`src/rtl/pcfg_pkg.sv`:
```
package pcfg_pkg;

    typedef struct packed {
        logic       en;
        logic [2:0] vsrc;
        logic [1:0] mode;
        logic       od;
        logic       outv;
        logic [2:0] bias;
        logic [1:0] drive;
        logic       dis;
        logic [2:0] func;
        logic       noinv;
        logic [2:0] sel;
        logic       in_q;
    } pin_state_t;

    localparam logic [2:0] LAST_BANK = 3'd5;

    function automatic pin_state_t pin_reset_value();
        pin_state_t s;
        s       = '0;
        s.noinv = 1'b1;
        return s;
    endfunction

    function automatic logic [7:0] bank_read(input pin_state_t s);
        logic [3:0] low;
        case (s.sel)
            3'd0:    low = {s.vsrc, s.en};
            3'd1:    low = {s.mode, s.od, s.outv};
            3'd2:    low = {s.bias, 1'b0};
            3'd3:    low = {s.drive, 1'b0, s.dis};
            3'd4:    low = {s.func, 1'b0};
            3'd5:    low = {s.noinv, 3'b000};
            default: low = 4'h0;
        endcase
        return {1'b0, s.sel, low};
    endfunction

endpackage

```
`src/rtl/pcfg_decode.sv`:
```
module pcfg_decode #(
    parameter int unsigned ADDR_W    = 9,
    parameter int unsigned BASE_ADDR = 336,
    parameter int unsigned NUM_PINS  = 8,
    parameter int unsigned IDX_W     = 3
) (
    input  logic [ADDR_W-1:0] addr,
    output logic              hit,
    output logic [IDX_W-1:0]  idx
);
    localparam logic [ADDR_W:0] BASE_X = BASE_ADDR[ADDR_W:0];
    localparam logic [ADDR_W:0] NUM_X  = NUM_PINS[ADDR_W:0];

    logic [ADDR_W:0] off;

    always_comb begin
        off = {1'b0, addr} - BASE_X;
        hit = !off[ADDR_W] && (off < NUM_X);
        idx = off[IDX_W-1:0];
    end
endmodule

```
`src/rtl/pcfg_pin.sv`:
```
module pcfg_pin
    import pcfg_pkg::*;
(
    input  logic       clk,
    input  logic       rst_n,
    input  logic       wr_en,
    input  logic [7:0] wdata,
    input  logic       pad_in,
    output pin_state_t st
);
    pin_state_t st_d, st_q;
    logic [2:0] bank;

    always_comb begin
        st_d      = st_q;
        bank      = wdata[6:4];
        st_d.in_q = pad_in;
        if (wr_en) begin
            if (wdata[7]) begin
                case (bank)
                    3'd0: begin
                        st_d.vsrc = wdata[3:1];
                        st_d.en   = wdata[0];
                    end
                    3'd1: begin
                        st_d.mode = wdata[3:2];
                        st_d.od   = wdata[1];
                        st_d.outv = wdata[0];
                    end
                    3'd2: st_d.bias = wdata[3:1];
                    3'd3: begin
                        st_d.drive = wdata[3:2];
                        st_d.dis   = wdata[0];
                    end
                    3'd4: st_d.func  = wdata[3:1];
                    3'd5: st_d.noinv = wdata[3];
                    default: ;
                endcase
            end else if (bank <= LAST_BANK) begin
                st_d.sel = bank;
            end
        end
    end

    always_ff @(posedge clk or negedge rst_n) begin
        if (!rst_n) st_q <= pin_reset_value();
        else        st_q <= st_d;
    end

    assign st = st_q;
endmodule

```
`src/rtl/pcfg_pad.sv`:
```
module pcfg_pad
    import pcfg_pkg::*;
(
    input  pin_state_t st,
    output logic       oe,
    output logic       out,
    output logic       od,
    output logic       hiz,
    output logic       level
);
    logic active;
    logic lvl;

    always_comb begin
        active = st.en && st.mode[1] && (st.drive != 2'd0) && !st.dis;
        lvl    = st.outv ^ !st.noinv;
        oe     = active && !(st.od && lvl);
        out    = oe && lvl;
        od     = st.od;
        hiz    = st.dis;
        level  = st.in_q ^ !st.noinv;
    end
endmodule

```
`src/rtl/pin_cfg_bank_file.sv`:
```
module pin_cfg_bank_file
    import pcfg_pkg::*;
#(
    parameter int unsigned NUM_PINS  = 8,
    parameter int unsigned ADDR_W    = 9,
    parameter int unsigned BASE_ADDR = 336
) (
    input  logic                  clk,
    input  logic                  rst_n,
    input  logic                  bus_we,
    input  logic [ADDR_W-1:0]     bus_addr,
    input  logic [7:0]            bus_wdata,
    output logic [7:0]            bus_rdata,
    input  logic [NUM_PINS-1:0]   pad_in,
    output logic [NUM_PINS-1:0]   pad_oe,
    output logic [NUM_PINS-1:0]   pad_out,
    output logic [NUM_PINS-1:0]   pad_od,
    output logic [NUM_PINS-1:0]   pad_hiz,
    output logic [NUM_PINS-1:0]   pin_level,
    output logic [3*NUM_PINS-1:0] cfg_vsrc,
    output logic [3*NUM_PINS-1:0] cfg_bias,
    output logic [3*NUM_PINS-1:0] cfg_func,
    output logic [2*NUM_PINS-1:0] cfg_drive
);
    localparam int unsigned IDX_W = (NUM_PINS > 1) ? $clog2(NUM_PINS) : 1;

    logic             hit;
    logic [IDX_W-1:0] idx;
    pin_state_t       st [NUM_PINS];

    pcfg_decode #(
        .ADDR_W(ADDR_W), .BASE_ADDR(BASE_ADDR),
        .NUM_PINS(NUM_PINS), .IDX_W(IDX_W)
    ) u_decode (
        .addr(bus_addr), .hit(hit), .idx(idx)
    );

    for (genvar i = 0; i < NUM_PINS; i++) begin : g_pin
        logic wr_sel;
        assign wr_sel = bus_we && hit && (idx == IDX_W'(i));

        pcfg_pin u_pin (
            .clk(clk), .rst_n(rst_n), .wr_en(wr_sel),
            .wdata(bus_wdata), .pad_in(pad_in[i]), .st(st[i])
        );

        pcfg_pad u_pad (
            .st(st[i]), .oe(pad_oe[i]), .out(pad_out[i]),
            .od(pad_od[i]), .hiz(pad_hiz[i]), .level(pin_level[i])
        );

        assign cfg_vsrc[3*i +: 3]  = st[i].vsrc;
        assign cfg_bias[3*i +: 3]  = st[i].bias;
        assign cfg_func[3*i +: 3]  = st[i].func;
        assign cfg_drive[2*i +: 2] = st[i].drive;
    end

    always_comb begin
        bus_rdata = 8'h00;
        for (int i = 0; i < NUM_PINS; i++) begin
            if (hit && (idx == IDX_W'(i))) bus_rdata = bank_read(st[i]);
        end
    end
endmodule

```
`config.mk`:
```
export PLATFORM = sky130hd
export DESIGN_NAME = pin_cfg_bank_file
export DESIGN_NICKNAME = d
export VERILOG_FILES = /design/src/rtl/pcfg_pkg.sv /design/src/rtl/pcfg_decode.sv /design/src/rtl/pcfg_pin.sv /design/src/rtl/pcfg_pad.sv /design/src/rtl/pin_cfg_bank_file.sv
export SDC_FILE = /design/constraint.sdc
export NUM_CORES = 1
export LEC_CHECK = 0
export ABC_AREA = 1
export ABC_CLOCK_PERIOD_IN_PS = 2400
export BUFFER_PORTS_ARGS = -buffer_cell sky130_fd_sc_hd__buf_2
export CAP_MARGIN = 20
export CELL_PAD_IN_SITES_DETAIL_PLACEMENT = 0
export CELL_PAD_IN_SITES_GLOBAL_PLACEMENT = 1
export CORE_AREA = 5 5 226 118
export CTS_CLUSTER_SIZE = 8
export DETAILED_ROUTE_END_ITERATION = 6
export DIE_AREA = 0 0 231 123
export GPL_TIMING_DRIVEN = 0
export MAX_ROUTING_LAYER = met4
export PLACE_DENSITY = 0.87
export SYNTH_ARGS = -nofsm -noshare
export SYNTH_HDL_FRONTEND = slang
export SYNTH_SLANG_ARGS = --single-unit
```
`constraint.sdc`:
```
create_clock -name clk -period 2.4 [get_ports clk]
set_input_delay 0.48 -clock clk [delete_from_list [all_inputs] [get_ports clk]]
set_output_delay 0.48 -clock clk [all_outputs]
set_load 0.05 [all_outputs]
```
Yosys cells after proc, flatten, opt, wreduce, memory -nomap -nowiden
Cells that the tools add are included.
{ "totals": {"regBits": 176, "input_bits": 28} }
{ "op_classes": {"add_sub_neg": 1, "magnitude_cmp": 2, "eq_ne": 52, "mux": 16, "bitwise": 17, "reduce_logical": 165} }
{ "op_table": {"columns": ["operator", "n"], "rows": [
  ["case mux 4 bit (6 select lines)", 8],
  ["AND reduction 3 bit", 56],
  ["equality test 3 bit, second input constant", 22],
  ["logical AND 1 bit", 66],
  ["equality test 3 x 2 -> 1 bit, second input constant", 20],
  ["two-way mux 8 bit", 7],
  ["equality test 3 x 1 -> 1 bit, second input constant", 10],
  ["zero test 3 bit", 10],
  ["zero test 1 bit", 25],
  ["nonzero test 2 bit", 8],
  ["bitwise XOR 1 bit", 16],
  ["less-than comparator 10 x 4 -> 1 bit, second input constant", 1],
  ["subtractor 9 x 9 -> 10 bit, second input constant", 1],
  ["two-way mux 7 bit", 1],
  ["less-or-equal comparator 3 bit, second input constant", 1],
  ["inverter 1 bit", 1]
]} }

Longest topological paths before layout
{ "logic_depth": {"word_depth": 12, "mapped_depth": 16, "ltp_nobuf": 16} }

Hierarchy
A second synthesis with hierarchy kept.
{ "hier_totals": {"cells_unflattened": 1375, "area_unflattened_um2": 9979.6} }
{ "modules_own_cells": {"columns": ["module", "n_inst", "cells_per_inst", "area_each_um2", "seq_area_each_um2"], "rows": [
  ["pcfg_pin", 8, 103, 920.9, 551.8],
  ["pin_cfg_bank_file", 1, 397, 1810.5, 0.0],
  ["pcfg_pad", 8, 18, 93.8, 0.0],
  ["pcfg_decode", 1, 10, 51.3, 0.0]
]} }

Least setup slack after synthesis
No wires, ideal clock.
{ "synth_timing": {"path_kind": "input-to-output", "from": "input port bus_addr[5]", "to": "output port bus_rdata[4]", "arrival_time_ns": 2.119, "setup_slack_ns": -0.199, "cell_stages": 9, "path_buffers": 0, "cell_sequence": "inv_1 -> nand2_1 -> nor2_2 -> nand2_4 -> nor2_4 -> inv_2 -> nor2_1 -> inv_1 -> o2111ai_1"} }
{ "synth_between": {"elab_chain_cells": 12} }
{ "synth_rtl": {"columns": ["item", "line_no", "rtl"], "rows": [
  ["from (decl)", "pin_cfg_bank_file.sv:11", "input logic [ADDR_W-1:0] bus_addr,"],
  ["subtractor 9 x 9 -> 10 bit *", "pcfg_decode.sv:17", "off = {1'b0, addr} - BASE_X;"],
  ["less-than comparator 10 x 4 -> 1 bit or zero test 1 bit (tied branches)", "pcfg_decode.sv:18", "hit = !off[ADDR_W] && (off < NUM_X);"],
  ["logical AND 1 bit *", "pcfg_decode.sv:18", null],
  ["logical AND 1 bit", "pin_cfg_bank_file.sv:61", "if (hit && (idx == IDX_W'(i))) bus_rdata = bank_read(st[i]);"],
  ["two-way mux 7 bit", "pin_cfg_bank_file.sv:61", null],
  ["two-way mux 8 bit (6 in a row)", "pin_cfg_bank_file.sv:61", null],
  ["two-way mux 8 bit *", "pin_cfg_bank_file.sv:61", null],
  ["to (decl)", "pin_cfg_bank_file.sv:13", "output logic [7:0] bus_rdata,"]
]} }
Mark *: on every way between the ends. The rest lies on a longest branch, timed or not.

Final worst setup path
{ "layout_timing": {"from": "register g_pin[0].u_pin.st_q (netlist bit g_pin[0].u_pin.st[2])", "to": "output port bus_rdata[2]"} }
{ "layout_between": {"elab_chain_cells": 10} }
{ "layout_rtl": {"columns": ["item", "line_no", "rtl"], "rows": [
  ["from (decl)", "pcfg_pin.sv:11", "pin_state_t st_d, st_q;"],
  ["from (signal assigned)", "pcfg_pin.sv:46", "if (!rst_n) st_q <= pin_reset_value();"],
  ["from (signal assigned)", "pcfg_pin.sv:47", "else st_q <= st_d;"],
  ["equality test 3 bit (tied with other cells)", "pcfg_pkg.sv:29", "case (s.sel)"],
  ["case mux 4 bit (6 select lines) *", "pcfg_pkg.sv:29", null],
  ["two-way mux 7 bit *", "pin_cfg_bank_file.sv:61", null],
  ["two-way mux 8 bit * (7 in a row)", "pin_cfg_bank_file.sv:61", null]
]} }
Marked as above.

==> metrics.txt <==
status=finished, violations left; violations in the final reports=negative setup slack; CTS buffer count=17; largest net degree at the start of global routing=96; Area Overhead vs Synth=29.72%; Critical Path RT=1920 ps; worst skew pair latency=440 ps; Final Max Slew Viols=0; die width=231 um; worst vdd ir=0.4056 mV; Reg area=roughly 4400 um2; die area=28,410 um2; xor and xnor fraction of the mapped netlist area=around 1.4%; CTS H-tree lvls=4; actual slew at the worst max-slew pin=1187 ps; DP HPWL=23,640 um; Worst setup SP type=register; number of synthesized flops with an enable pin=0; drt via density=5.124; antenna-violating nets left=0; GR Util All Layers=23.31%; CTS tree=yes; register bit total from synthesis=176; initial antenna violation count=0; Post-Syn Instances=roughly 1,200; clock transition at the registers of the reported paths=70 ps; clock skew=0 ps; Rel. slew slack=20.45%; final WL=between 30,000 and 40,000 um; sequential share of the synthesized area=45.67%; final hold vios=0; Syn Area/Cell=8.048 um2; Final setup viols=7; syn_nets=1,229; max frequency=0.3680 GHz; final std cells w/o fill=1,758; top fanout value on the critical path=4; WP data arrival=roughly 2200 ps; pre-CTS setup slack=-417.7 ps; WL/cell=18.47 um; min Tclk post-route=2717 ps; clk sinks=176; First DRT Iteration DRCs=870; # DRC=0; post-synth cell types=44; FFs w/ async S/R, synth=100.0%; post-synthesis adder-cell area fraction=0%; IO buf count=162; WS Path Type=register to output pin; vias=9,008; max cap viols=0; cell total after placement=1,687; fill cell count=2,355; footprint of the multi-input gates=around 4300 um2; RSZ-0062 raised after global routing=true; grt ovf=0; worst reg2reg path depth=4; Final WS setup=-317.3 ps; element type at the critical path end=output pin; Core Region=roughly 25,000 um2; Cell Pwr Density=504.1 nW/um2; effective utilization at floorplan=39.25%; Inserted Diodes=0; Core Util, Final=50.92%; Pleak=6.262 nW; I/O pins=164; first-pass GRT wire length=a little under 50,000 um; mapped cell area=slightly below 10,000 um2; max FFs per register=176; ys flop type=dfrtp_1; mux contribution to synthesized area=0%; compound-gate portion of the synthesized area=13.42%; HP Class=input port to asynchronous set/reset pin; CTS root buffer=clkbuf_16; Die Y=between 100 and 150 um; largest family of logic cells by synthesized area=simple AND/OR/NAND/NOR gates; clock buffer depth=2; row cnt=41; Final Wtd Congestion=0.9627; fin crit share=113.2%; ratio of cells with drive above 1 in the final layout=37.60%; Syn. warnings=0; 1st-pass router iterations=7; cts hold-fix bufs=0; vias in the first global route=8,292; fin nets=between 1,000 and 1,500; Synth Area in Simple Gates=24.88%; reg-to-reg slack, setup=around 1400 ps; hold slack=about 47 ps
-- cell families after synthesis --
group,Yosys count
simple gates,528
buf+inv,242
compound gates,238
flops,176
xor+xnor,16
other cells,1
-- layer usage --
metal	part of all wire (%)	GRT usage [%]
met1	49	36.06
met2	40	30.12
met3	9.2	5.484
met4	2.0	6.120
met5	0	-
-- worst max-delay path, stage by stage, from the launching register on --
cell	delay, ps
dfrtp_2	410
inv_1	80
nand2_2	80
nor2_2	50
nand2_1	60
nand4_1	100
o211ai_1	250
nand4_1	260
nor2_2	180
nand4_1	140
buf_6	190
-- path summary, 6_finish.rpt --
| kind | start | end |
|---|---|---|
| max | g_pin[0].u_pin.st[2] | bus_rdata[2] |
| min reg2reg | g_pin[3].u_pin.st[16] | g_pin[3].u_pin.st[16] |
| min in group clk | pad_in[0] | g_pin[0].u_pin.st[0] |
| max reg2reg | g_pin[0].u_pin.st[2] | g_pin[0].u_pin.st[2] |
| max in group asynchronous | rst_n | g_pin[2].u_pin.st[2] |
| min | rst_n | g_pin[6].u_pin.st[5] |
-- through the flow --
stage	power, W	cell area, um2	TNS [ps]
after global routing	0.006489	12540	-1866
after global placement	0.003405	10900	-350770
after CTS	0.006331	12020	-1382
after detailed placement	0.003416	10940	-3251
final	0.006321	12540	-1273
after floorplan	0.003223	9684	0
-- where the power goes --
group / leakage [nW] / switching, W / total (W) / internal [W]
Combinational: 3.58 / 0.000298 / 0.000390 / 0.0000919
Sequential: 2.39 / 0.0000201 / 0.00300 / 0.00298
Clock: 0.296 / 0.00121 / 0.00293 / 0.00172
-- Yosys cell counts, types with 2 or more instances --
library cell,instances,area [um2]
a211oi_1,2,15.01
a21oi_1,15,75.07
a221oi_1,2,17.52
a22o_1,3,26.28
a22oi_1,2,15.01
a31oi_1,2,12.51
a32o_1,3,30.03
and2_1,2,12.51
buf_2,2,10.01
buf_4,130,975.9
clkbuf_1,23,86.33
dfrtp_1,168,4204
dfstp_2,8,210.2
inv_1,81,304.0
inv_2,3,11.26
inv_4,2,12.51
nand2_1,362,1359
nand2_2,9,56.30
nand2_4,8,90.09
nand3_1,35,175.2
nand4_1,24,150.1
nor2_1,35,131.4
nor2_2,5,31.28
nor2_4,4,45.04
nor2_8,2,40.04
nor3_1,23,115.1
nor3_4,7,113.9
nor4_1,2,12.51
o2111ai_1,7,61.31
o211ai_1,7,52.55
o21ai_0,155,775.7
o21ai_1,35,175.2
or2_2,8,50.05
xnor2_1,8,70.07
xor2_1,8,70.07
-- layout make-up --
cell class | instances | area share, %
Timing Repair Buffer | 213 | 11.09
Clock buffer | 22 | 3.782
Inverter | 87 | 2.734
Multi-Input combinational cell | 783 | 34.42
Clock inverter | 10 | 1.068
Tap cell | 322 | 3.213
Sequential cell | 176 | 35.36
Buffer | 145 | 8.342
-- repair_timing --
| item | 4_1_cts | 5_1_grt |
|---|---|---|
| setup endpoints to repair | 15 | 15 |
| gates cloned | 0 | 0 |
| buffers inserted | 22 | 27 |
| resized for setup | 112 | 85 |
| pin swaps | 18 | 41 |
-- layout by cell type (no fill, tap or decap), types with 13 or more instances in the layout --
cell type,n
clkbuf_16,17
buf_4,169
inv_2,14
buf_6,15
nand2_2,19
buf_2,147
inv_1,66
clkbuf_1,16
dfrtp_1,153
o21ai_0,140
nor2_1,21
nor2_2,13
nand2_1,348
o21ai_1,42
nand4_1,24
dfrtp_2,15
nand3_1,30
No activity file was read; power rests on OpenSTA's default activity.
